===== config.mk =====
export PLATFORM = sky130hd
export DESIGN_NAME = cd_tracker
export DESIGN_NICKNAME = d
export VERILOG_FILES = /design/src/rtl/cd_tracker_pkg.sv /design/src/rtl/cd_tracker_datapath.sv /design/src/rtl/cd_tracker_control.sv /design/src/rtl/cd_tracker.sv
export SDC_FILE = /design/constraint.sdc
export NUM_CORES = 1
export LEC_CHECK = 0
export BUFFER_PORTS_ARGS = -buffer_cell sky130_fd_sc_hd__buf_2
export CORE_UTILIZATION = 52
export DETAILED_ROUTE_END_ITERATION = 10
export PLACE_DENSITY_LB_ADDON = 0.05
export REMOVE_ABC_BUFFERS = 1
export SLEW_MARGIN = 5
export SYNTH_ARGS = -nofsm -noshare
export SYNTH_HDL_FRONTEND = slang
export SYNTH_SLANG_ARGS = --single-unit
export TNS_END_PERCENT = 5

===== constraint.sdc =====
create_clock -name clk -period 5.56 [get_ports clk]
set_clock_uncertainty 0.05 [all_clocks]
set_input_delay 0 -clock clk [delete_from_list [all_inputs] [get_ports clk]]
set_output_delay 0 -clock clk [all_outputs]
set_load 0.01 [all_outputs]

===== src/rtl/cd_tracker_pkg.sv =====
package cd_tracker_pkg;
  localparam int SENSE_W = 2;
  localparam int NAUX    = 5;
  localparam int NFLAG   = NAUX + 1;
  localparam int CD_BIT  = 0;

  typedef struct packed {
    logic initLoad;
    logic svcTake;
  } dpCtl_t;
endpackage


===== src/rtl/cd_tracker_datapath.sv =====
module cd_tracker_datapath
  import cd_tracker_pkg::*;
#(
  parameter int NSOCK = 2,
  parameter int IDXW  = 1
) (
  input  logic                     clk,
  input  logic                     rstN,
  input  logic [NSOCK*SENSE_W-1:0] sense,
  input  logic [NSOCK*NAUX-1:0]    auxChg,
  input  logic                     ackWe,
  input  logic [NSOCK*NFLAG-1:0]   ackData,
  input  dpCtl_t                   ctl,
  input  logic [IDXW-1:0]          svcIdx,
  output logic [NSOCK-1:0]         pending,
  output logic                     svcGt,
  output logic                     svcLt,
  output logic [NSOCK-1:0]         liveNz,
  output logic [NSOCK*NFLAG-1:0]   statusReg,
  output logic                     irq
);
  logic [SENSE_W-1:0] curArr [NSOCK];
  logic [SENSE_W-1:0] accArr [NSOCK];

  for (genvar s = 0; s < NSOCK; s++) begin : g_sock
    logic [SENSE_W-1:0] prevVal;
    logic [SENSE_W-1:0] accVal;
    logic               pendBit;
    logic [NFLAG-1:0]   flags;
    logic               edgeSeen;
    logic               queueReq;
    logic               takeMe;
    logic [NFLAG-1:0]   setVec;
    logic [NFLAG-1:0]   clrVec;

    assign curArr[s] = sense[s*SENSE_W +: SENSE_W];
    assign accArr[s] = accVal;
    assign liveNz[s] = |curArr[s];
    assign edgeSeen  = !ctl.initLoad && (curArr[s] != prevVal);
    assign queueReq  = edgeSeen && (curArr[s] != accVal);
    assign takeMe    = ctl.svcTake && (svcIdx == IDXW'(s));
    assign setVec    = {auxChg[s*NAUX +: NAUX], edgeSeen};
    assign clrVec    = ackWe ? ackData[s*NFLAG +: NFLAG] : '0;

    always_ff @(posedge clk) begin
      if (!rstN) begin
        prevVal <= '0;
        accVal  <= '0;
        pendBit <= 1'b0;
        flags   <= '0;
      end else begin
        prevVal <= curArr[s];
        if (ctl.initLoad || takeMe) accVal <= curArr[s];
        pendBit <= queueReq | (pendBit & ~takeMe);
        flags   <= (flags & ~clrVec) | setVec;
      end
    end

    assign pending[s]                    = pendBit;
    assign statusReg[s*NFLAG +: NFLAG]   = flags;
  end

  assign svcGt = curArr[svcIdx] > accArr[svcIdx];
  assign svcLt = curArr[svcIdx] < accArr[svcIdx];
  assign irq   = |statusReg;
endmodule


===== src/rtl/cd_tracker_control.sv =====
module cd_tracker_control
  import cd_tracker_pkg::*;
#(
  parameter int NSOCK = 2,
  parameter int IDXW  = 1
) (
  input  logic             clk,
  input  logic             rstN,
  input  logic [NSOCK-1:0] pending,
  input  logic             svcGt,
  input  logic             svcLt,
  input  logic [NSOCK-1:0] liveNz,
  output dpCtl_t           ctl,
  output logic [IDXW-1:0]  svcIdx,
  output logic [NSOCK-1:0] attach,
  output logic [NSOCK-1:0] detach
);
  logic             initDone;
  logic [NSOCK-1:0] busy;
  logic             found;

  always_comb begin
    found  = 1'b0;
    svcIdx = '0;
    for (int i = 0; i < NSOCK; i++) begin
      if (pending[i] && !found) begin
        found  = 1'b1;
        svcIdx = IDXW'(i);
      end
    end
  end

  assign ctl.initLoad = !initDone;
  assign ctl.svcTake  = initDone && found;

  always_ff @(posedge clk) begin
    if (!rstN) begin
      initDone <= 1'b0;
      busy     <= '0;
      attach   <= '0;
      detach   <= '0;
    end else begin
      attach <= '0;
      detach <= '0;
      if (!initDone) begin
        initDone <= 1'b1;
        busy     <= liveNz;
        attach   <= liveNz;
      end else if (found) begin
        if (svcGt && !busy[svcIdx]) begin
          busy[svcIdx]   <= 1'b1;
          attach[svcIdx] <= 1'b1;
        end else if (svcLt && busy[svcIdx]) begin
          busy[svcIdx]   <= 1'b0;
          detach[svcIdx] <= 1'b1;
        end
      end
    end
  end
endmodule


===== src/rtl/cd_tracker.sv =====
module cd_tracker
  import cd_tracker_pkg::*;
#(
  parameter int NSOCK = 2
) (
  input  logic                     clk,
  input  logic                     rstN,
  input  logic [NSOCK*SENSE_W-1:0] sense,
  input  logic [NSOCK*NAUX-1:0]    auxChg,
  input  logic                     ackWe,
  input  logic [NSOCK*NFLAG-1:0]   ackData,
  output logic [NSOCK-1:0]         attach,
  output logic [NSOCK-1:0]         detach,
  output logic [NSOCK*NFLAG-1:0]   statusReg,
  output logic                     irq
);
  localparam int IDXW = (NSOCK > 1) ? $clog2(NSOCK) : 1;

  dpCtl_t           ctl;
  logic [IDXW-1:0]  svcIdx;
  logic [NSOCK-1:0] pending;
  logic [NSOCK-1:0] liveNz;
  logic             svcGt;
  logic             svcLt;

  cd_tracker_datapath #(.NSOCK(NSOCK), .IDXW(IDXW)) u_dp (
    .clk(clk), .rstN(rstN), .sense(sense), .auxChg(auxChg),
    .ackWe(ackWe), .ackData(ackData), .ctl(ctl), .svcIdx(svcIdx),
    .pending(pending), .svcGt(svcGt), .svcLt(svcLt), .liveNz(liveNz),
    .statusReg(statusReg), .irq(irq)
  );

  cd_tracker_control #(.NSOCK(NSOCK), .IDXW(IDXW)) u_ctl (
    .clk(clk), .rstN(rstN), .pending(pending), .svcGt(svcGt),
    .svcLt(svcLt), .liveNz(liveNz), .ctl(ctl), .svcIdx(svcIdx),
    .attach(attach), .detach(detach)
  );
endmodule


Word-level counts from Yosys, hierarchy flattened
Cells that the tools add are included.

$lt $le $gt $ge: 5. Bitwise logic cells: 21. Reductions and logical operators: 21. Equality and inequality tests: 6. Mux-type cells: 23.

Operators by type and width (number): $mux 2 (13); $and 6x6->6 (2); $mux 6 (2); $not 6->6 (2); $or 6x6->6 (2); $reduce_or 12->1 (1); $logic_and 1x1->1 (11); $ne 2x2->1 (4); $mux 1 (7); $not 1->1 (7); $reduce_or 5->1 (1); $reduce_or 2->1 (2); $logic_not 1->1 (3); $ne 3x3->1 const B (1); $and 1x1->1 (2); $and 2x2->2 (1); $ge 2x2->1 const B (1); $gt 2x2->1 (1); $logic_or 1x1->1 (2); $lt 1x2->1 const B (1); $lt 2x2->1 (1); $ne 2x2->1 const B (1); $not 1->2 (1); $not 2->2 (1); other kinds (5) (6).

Register bits after elaboration: 29. Input bits: 29.

Depth between registers and ports, before layout
Gate-level depths: netlist (run 1).

Word-level depth: 14. Gate-level depth with buffers: 8.

Cells and area by module
Synthesis (run 1) repeated with hierarchy kept, for this count alone.

Cell total of the unflattened synthesis: 138. Area total of the unflattened synthesis: 1281.2 µm².

By module, submodules not included: cd_tracker_datapath (instances 1, sequential area each 440.4 µm², cells an instance 110, area each 1009.7 µm²); cd_tracker_control (instances 1, sequential area each 140.1 µm², cells an instance 28, area each 271.5 µm²).

Worst setup path before layout (run 1)
OpenSTA, ideal clock, no wires.

Path kind: register -> register. Start point: register u_dp.g_sock[0].pendBit. End point: register with a tool-made name. Cell stages (with the launch flop): 9. Setup time: 0.116 ns. Required time: 5.394 ns. Path slack: 3.501 ns. Clock period less this slack: 2.059 ns. Buffers on the path: 1. Arrival time: 1.893 ns. Cells stage by stage: dfxtp_1 -> nand2b_4 -> buf_6 -> mux2_2 -> ha_1 -> and2b_4 -> o21ai_2 -> a21boi_0 -> o211a_1.

RTL lines: from (decl) (RTL line cd_tracker_datapath.sv:28) `logic pendBit;`; from (signal assigned) (RTL line cd_tracker_datapath.sv:54) `pendBit <= queueReq | (pendBit & ~takeMe);`.

==> flow_summary_export.csv, run 1 <==
group,metric,value,unit
clock_tree,cts.htree.levels,2,
timing,period_needed,2.17,ns
timing,min_period_over_period,39.1,%
finish,drive_above_1_share,27.8,%
synth,ys_seq_area_share,45.6,%
clock_tree,cts_hold_buf,27,
detailed_routing,dr.pass1.iters,4,
timing,maxSlewHeadroom,72.2,%
status,status,"completed",
critical_path,worstPathRequired,5.73,ns
placed_design,hpwlAfterDp,1.85,mm
synth,yosys.area.top_type_share,45.6,%
clock_tree,post_cts_resized,0,
clock_tree,clockRootBuffer,"clkbuf_4",
timing,hold_viol,0,
floorplanning,design.die.area,0.00265,mm^2
global_route,grt_max_degree,31,
finish,syn_to_final_growth,42.5,%
synth,synth_area_per_cell,9.36,um^2
detailed_routing,detail_route.wirelength,2.97,mm
synth,synth-seq-cells,29,
detailed_routing,drcViolationCount,0,
placed_design,port_buffers,45,
clock_tree,numCtsBuffers,5,
critical_path,path_class,"reg -> reg",
clock_tree,numClockSinks,29,
global_route,grt_usage,26.2,%
timing,finalSetupTns,0,ns
placed_design,dp_cells,203,
global_route,grt_pass1_wl,4.90,mm
critical_path,rrSetupSlack,3.39,ns
timing,timing.fmax,460,MHz
floorplanning,rows,17,
synth,synth_area,0.00127,mm^2
critical_path,worstSetupStartpointType,"flop",
critical_path,crit_arrival,2.34,ns
timing,whs,0.0911,ns
worst_hold_path,holdPathEnd,"u_dp.g_sock[0].flags[0]",
synth,synth.distinct_cells,32,
worst_hold_path,holdCritPathClass,"in -> reg",
placed_design,gp_congestion,0.841,
floorplanning,initial_core_util,56.4,%
detailed_routing,viasPerCell,5.23,
clock_tree,cts_tree,"yes",
timing,setup_viol,0,
power_and_ir_drop,power_density,254,mW/mm^2
synth,synthFlopType,"dfxtp_1",
timing,worst_pin_slew,0.418,ns
floorplanning,die_h,51.5,um
finish,postLayoutCoreUtil,80.4,%
floorplanning,io-pin-count,46,
critical_path,r2r_cells,7,
power_and_ir_drop,peakVddDrop,0.243,mV
timing,rsz0062_at_grt,"no",
detailed_routing,drtAntennaViolNets,0,
power_and_ir_drop,totalPowerFinal,460,uW
power_and_ir_drop,p_leak,0.000857,uW
detailed_routing,drtIter0Drc,23,
detailed_routing,vias,1239,
timing,slew_violations,0,
synth,synth_edf_count,0,
clock_tree,cts.clk_slew.worst_paths,0.08,ns
flow_run,cap_viol_max_count,0,
synth,yosysTopAreaCell,"dfxtp_1",
global_route,grt_pass1_vias,1200,
floorplanning,fp.coreArea,0.00225,mm^2
detailed_routing,drt-wirelength-per-cell,12.5,um
finish,fill_cells,161,
synth,yosysWarnings,0,
synth,synthCells,136,
critical_path,reg2reg_from,"u_dp.g_sock[0].pendBit",
clock_tree,clk_latency,0.32,ns
synth,netlist_top_cells_area,"dfxtp_1 46%, nand2_1 6.2%, nor2b_1 5.9%",
critical_path,critPathCaptureType,"flop",
worst_hold_path,hold_start,"ackWe",
finish,instances_no_fill,237,
clock_tree,cts_setup_buffers,0,
global_route,antenna_found_initial,0,
worst_hold_path,holdPathStages,4,
floorplanning,die_w,51.5,um
clock_tree,cts.path.max_buffers,2,
global_route,grt_overflow,0,
finish,diodes,0,
critical_path,crit_fanout,10,
synth,async_flop_share,0,%
finish,fin_nets,240,
==> area by class of cell <==
cell class	instances	area (um^2)	share of cell area [%]
Timing Repair Buffer	72	495	27.3
Clock buffer	7	55.1	3.04
Tap cell	28	35.0	1.93
Inverter	1	3.75	0.207
Sequential cell	29	581	32.0
Multi-Input combinational cell	100	643	35.5
==> metrics by stage <==
stage	cell area [um^2]	worst slack [ns]
2_1_floorplan	1230	3.55
3_3_place_gp	1490	3.49
3_5_place_dp	1490	3.41
4_1_cts	1810	3.39
5_1_grt	1810	3.25
6_report	1810	3.39
==> sequential cells by signal, summed over array words and instances, names as in the netlist, named ones only <==
signal               cells
u_ctl.detach             2
u_dp.g_sock.pendBit      2
u_ctl.initDone           1
u_dp.g_sock.flags       12
u_dp.g_sock.accVal       4
u_ctl.attach             2
u_dp.g_sock.prevVal      4
==> layout by cell type, fill, tap and decap left out, drive strengths merged <==
master,count
a21boi,5
o31ai,2
o41ai,1
nor2,1
buf,45
nor2b,12
dfxtp,29
nand2,21
nand2b,2
and2b,1
mux2i,4
o21ai,9
inv,1
o211ai,1
o211a,1
nor3,2
dlygate4sd3,27
mux2,2
ha,2
xor2,8
and2,5
and4,1
clkbuf,7
a21oi,11
nor4,4
nand3,5
==> cell usage after synthesis (2+ instances only) <==
master and count:
ha_1 2, clkbuf_1 2, nor4_1 4, and2_1 5, xor2_1 8, nor2b_1 12
a21oi_1 10, mux2_2 2, o21ai_0 8, nand2_1 21, o31ai_1 2, nand3_1 5
dfxtp_1 29, a21boi_0 5, mux2i_1 4
==> kinds of logic after synthesis <==
| family | Yosys count | synth area share [%] |
|---|---|---|
| buf+inv | 7 | 3.83 |
| xor+xnor | 8 | 5.51 |
| fa+ha+maj | 2 | 1.97 |
| compound gates | 30 | 14.7 |
| mux | 6 | 4.92 |
| simple gates | 54 | 23.5 |
| flops | 29 | 45.6 |
==> worst max-delay path by stage <==
stage                                 startpoint  endpoint  slack (ns)  cells after the start
final                     u_dp.g_sock[0].pendBit      flop        3.39                      7
after global routing      u_dp.g_sock[0].pendBit      flop        3.25                      7
after global placement    u_dp.g_sock[0].pendBit      flop        3.49                      7
after CTS                 u_dp.g_sock[0].pendBit      flop        3.39                      7
after floorplan           u_dp.g_sock[0].pendBit      flop        3.55                      7
after detailed placement  u_dp.g_sock[0].pendBit      flop        3.41                      7
==> worst max-delay path: stages (launching register included) <==
cell and delay, ns:
dfxtp_1 0.39, nand2b_4 0.24, mux2_2 0.36, ha_1 0.34
and2b_4 0.21, o21ai_2 0.15, a21boi_0 0.11, o211a_1 0.22
==> power by group <==
part	total [uW]	leakage, uW	internal (uW)	switching (uW)
clock network	127	0.0000314	59.6	67.7
registers	234	0.000241	222	11.5
logic	98.6	0.000584	52.6	46.0
total	460	0.000857	335	125
==> routing by layer <==
metal,vias to the layer above,wire [um],part of all wire [%],global-route usage (%)
li1,613,-,-,-
met1,567,1230,41,27.4
met2,47,1510,51,45.5
met3,12,177,6.0,8.93
met4,0,51,1.7,14.4
met5,-,0,0,0
No activity file was read; power rests on OpenSTA's default activity.
==> run 2, diff against run 1 <==
--- a/config.mk
+++ b/config.mk
@@ -5,8 +5,9 @@
 export SDC_FILE = /design/constraint.sdc
 export NUM_CORES = 1
 export LEC_CHECK = 0
+export ABC_AREA = 1
 export BUFFER_PORTS_ARGS = -buffer_cell sky130_fd_sc_hd__buf_2
-export CORE_UTILIZATION = 52
+export CORE_UTILIZATION = 48
 export DETAILED_ROUTE_END_ITERATION = 10
 export PLACE_DENSITY_LB_ADDON = 0.05
 export REMOVE_ABC_BUFFERS = 1
==> constraint.sdc (replaced) <==
create_clock -name clk -period 2.1 [get_ports clk]
set_clock_uncertainty 0.05 [all_clocks]
set_input_delay 0 -clock clk [delete_from_list [all_inputs] [get_ports clk]]
set_output_delay 0 -clock clk [all_outputs]
set_load 0.01 [all_outputs]
==> flow_summary_export.csv, run 2 <==
group,metric,value,unit
status,status,"completed",
finish,final_cell_mix,"45 x buf_2, 35 x nand2_1, 27 x dfxtp_1, 27 x dlygate4sd3_1, 25 x nor2_1",
timing,min_period_over_period,89.1,%
detailed_routing,wl_met2,1.71,mm
clock_tree,cts.clk_slew.worst_paths,0.09,ns
critical_path,max_stage_delay,0.37,ns
finish,largestRegisters,"u_dp.g_sock.flags x12, u_dp.g_sock.accVal x4, u_dp.g_sock.prevVal x4",
synth,synth_area,0.00127,mm^2
placed_design,port_buffers,45,
finish,fin_nets,275,
clock_tree,clk_latency,0.34,ns
synth,synthCells,168,
detailed_routing,wl_met1,1.38,mm
detailed_routing,drt-wirelength-per-cell,11.9,um
finish,instances_no_fill,275,
power_and_ir_drop,power_density,717,mW/mm^2
global_route,grt_pass1_vias,1242,
clock_tree,clockRootBuffer,"clkbuf_4",
detailed_routing,wl_met3,124,um
timing,timing.fmax,535,MHz
timing,period_needed,1.87,ns
global_route,grt_pass1_wl,5.06,mm
clock_tree,cts.htree.levels,2,
timing,hold_viol,0,
detailed_routing,highest_layer,"met4",
synth,yosysMostFrequentCell,"nand2_1",
global_route,antenna_found_initial,0,
critical_path,path_class,"reg -> reg",
floorplanning,die_h,53.5,um
power_and_ir_drop,p_leak,0.000962,uW
timing,finalSetupTns,0,ns
finish,final_common_cell,"buf_2",
synth,yosysWarnings,0,
worst_hold_path,holdPathStages,4,
floorplanning,design.die.area,0.00286,mm^2
floorplanning,initial_core_util,51.0,%
synth,yosys.area.top_type_share,45.6,%
global_route,grt_max_degree,18,
critical_path,worstPathRequired,2.28,ns
finish,diodes,0,
critical_path,cpLargestDelayFamily,"simple AND/OR/NAND/NOR gates",
timing,worst_pin_slew,0.517,ns
detailed_routing,vias,1343,
synth,synth_edf_count,0,
detailed_routing,detail_route.wirelength,3.27,mm
critical_path,crit_arrival,2.05,ns
clock_tree,cts_tree,"yes",
floorplanning,io-pin-count,46,
critical_path,crit_chain,"inv_2, nand2_4, inv_2, nand2_1, o21ai_1, ha_1, nand2_1, inv_1, a21oi_2, nand2_2, nand3_2, nand3_2, nor2_1, nor2_2",
clock_tree,cts.path.max_buffers,2,
timing,setup_viol,0,
critical_path,rrSetupSlack,0.23,ns
synth,netlist_top_cells_area,"dfxtp_1 46%, nand2_1 10%, nor2_1 7.4%",
critical_path,crit_buf_inv,3,
worst_hold_path,holdCritPathClass,"in -> reg",
detailed_routing,drcViolationCount,0,
flow_run,cap_viol_max_count,0,
synth,synth.distinct_cells,24,
placed_design,hpwlAfterDp,2.05,mm
detailed_routing,dr.pass1.iters,4,
synth,synth_common_cells,"35 x nand2_1, 29 x dfxtp_1, 25 x nor2_1, 17 x a21oi_1, 14 x inv_1",
synth,synth_area_per_cell,7.58,um^2
finish,syn_to_final_growth,46.6,%
power_and_ir_drop,peakVddDrop,0.591,mV
critical_path,r2r_cells,14,
critical_path,worstSetupStartpointType,"flop",
finish,regMostFlops,"u_dp.g_sock.flags",
global_route,grt_usage,25.8,%
finish,drive_above_1_share,27.8,%
detailed_routing,viasPerCell,4.88,
clock_tree,numCtsBuffers,5,
critical_path,reg2reg_from,"u_dp.g_sock[0].pendBit",
clock_tree,numClockSinks,29,
timing,rsz0062_at_grt,"no",
synth,async_flop_share,0,%
critical_path,crit_fanout,8,
floorplanning,rows,18,
synth,synthFlopType,"dfxtp_1",
global_route,grt_overflow,0,
worst_hold_path,hold_start,"ackWe",
finish,postLayoutCoreUtil,74.7,%
synth,yosysTopAreaCell,"dfxtp_1",
critical_path,worst_path_max_delay_cell,"dfxtp_2",
synth,ys_seq_area_share,45.6,%
placed_design,dp_cells,240,
finish,largest_reg_flops,12,
detailed_routing,drtIter0Drc,20,
floorplanning,fp.coreArea,0.00250,mm^2
timing,slew_violations,0,
floorplanning,die_w,53.5,um
detailed_routing,drtAntennaViolNets,0,
synth,synth-seq-cells,29,
power_and_ir_drop,totalPowerFinal,1340,uW
worst_hold_path,holdPathEnd,"u_dp.g_sock[1].flags[0]",
timing,whs,0.0518,ns
critical_path,critPathCaptureType,"flop",
placed_design,gp_congestion,0.850,
timing,maxSlewHeadroom,65.3,%
[run 2: cell count changes after synthesis, sizes merged, moves of 3 or more]
cell / delta
a21boi: -5
a21oi: +7
and2: -5
inv: +16
mux2i: -3
nand2: +17
nor2: +26
nor2b: -12
[run 2: tightest hold or removal path, stage by stage]
cell and delay, ns:
buf_2 0.21, nand2_1 0.07, nand2_1 0.05, a21oi_1 0.06
[run 2: worst max-delay path by stage]
stage | start | endpoint | slack, ns | cells after the start
global route | u_dp.g_sock[0].pendBit | u_ctl.attach[0] | 0.04 | 12
detailed placement | u_dp.g_sock[0].pendBit | flop | 0.19 | 14
floorplan | u_dp.g_sock[0].pendBit | flop | 0.35 | 14
global placement | u_dp.g_sock[0].pendBit | flop | 0.28 | 14
CTS | u_dp.g_sock[0].pendBit | u_ctl.attach[0] | 0.16 | 12
finish | u_dp.g_sock[0].pendBit | flop | 0.23 | 14
[run 2: layout make-up]
cell class | count | area, um^2
Clock inverter | 1 | 5.00
Timing Repair Buffer | 72 | 495
Sequential cell | 29 | 583
Fill cell | 196 | 633
Multi-Input combinational cell | 118 | 613
Inverter | 18 | 67.6
Clock buffer | 7 | 65.1
Tap cell | 30 | 37.5
[run 2: kinds of logic (layout without fill, tap and decap cells)]
| group | count (synthesis) | in the layout | synth area share (%) |
|---|---|---|---|
| compound gates | 31 | 31 | 12.9 |
| xor+xnor | 8 | 8 | 5.50 |
| fa+ha+maj | 2 | 2 | 1.96 |
| buf+inv | 21 | 98 | 6.29 |
| flops | 29 | 29 | 45.6 |
| mux | 1 | 1 | 0.786 |
| simple gates | 76 | 76 | 27.0 |
[run 2: per-layer routing]
metal / up-vias / global-route usage, %
met1: 617 / 27.5
met4: 0 / 11.8
met2: 26 / 46.7
met5: - / 0
met3: 9 / 6.90
li1: 691 / -
[run 2: through the flow]
step,area (um^2),setup slack [ns]
floorplan,1260,0.354
global placement,1520,0.277
detailed placement,1520,0.186
CTS,1860,0.157
global route,1870,0.0424
finish,1870,0.230
[run 2: power by group]
part / total, uW / internal, uW / switching, uW / leakage, uW
Clock: 394 / 194 / 201 / 0.0000413
Combinational: 319 / 149 / 170 / 0.000679
Sequential: 624 / 594 / 29.8 / 0.000242
[run 2: repair_timing]
action	in CTS	in global routing
resized for setup	0	3
endpoints found under the setup margin	0	3
hold endpoints to repair	23	0
hold buffers	27	0
setup buffers	0	0
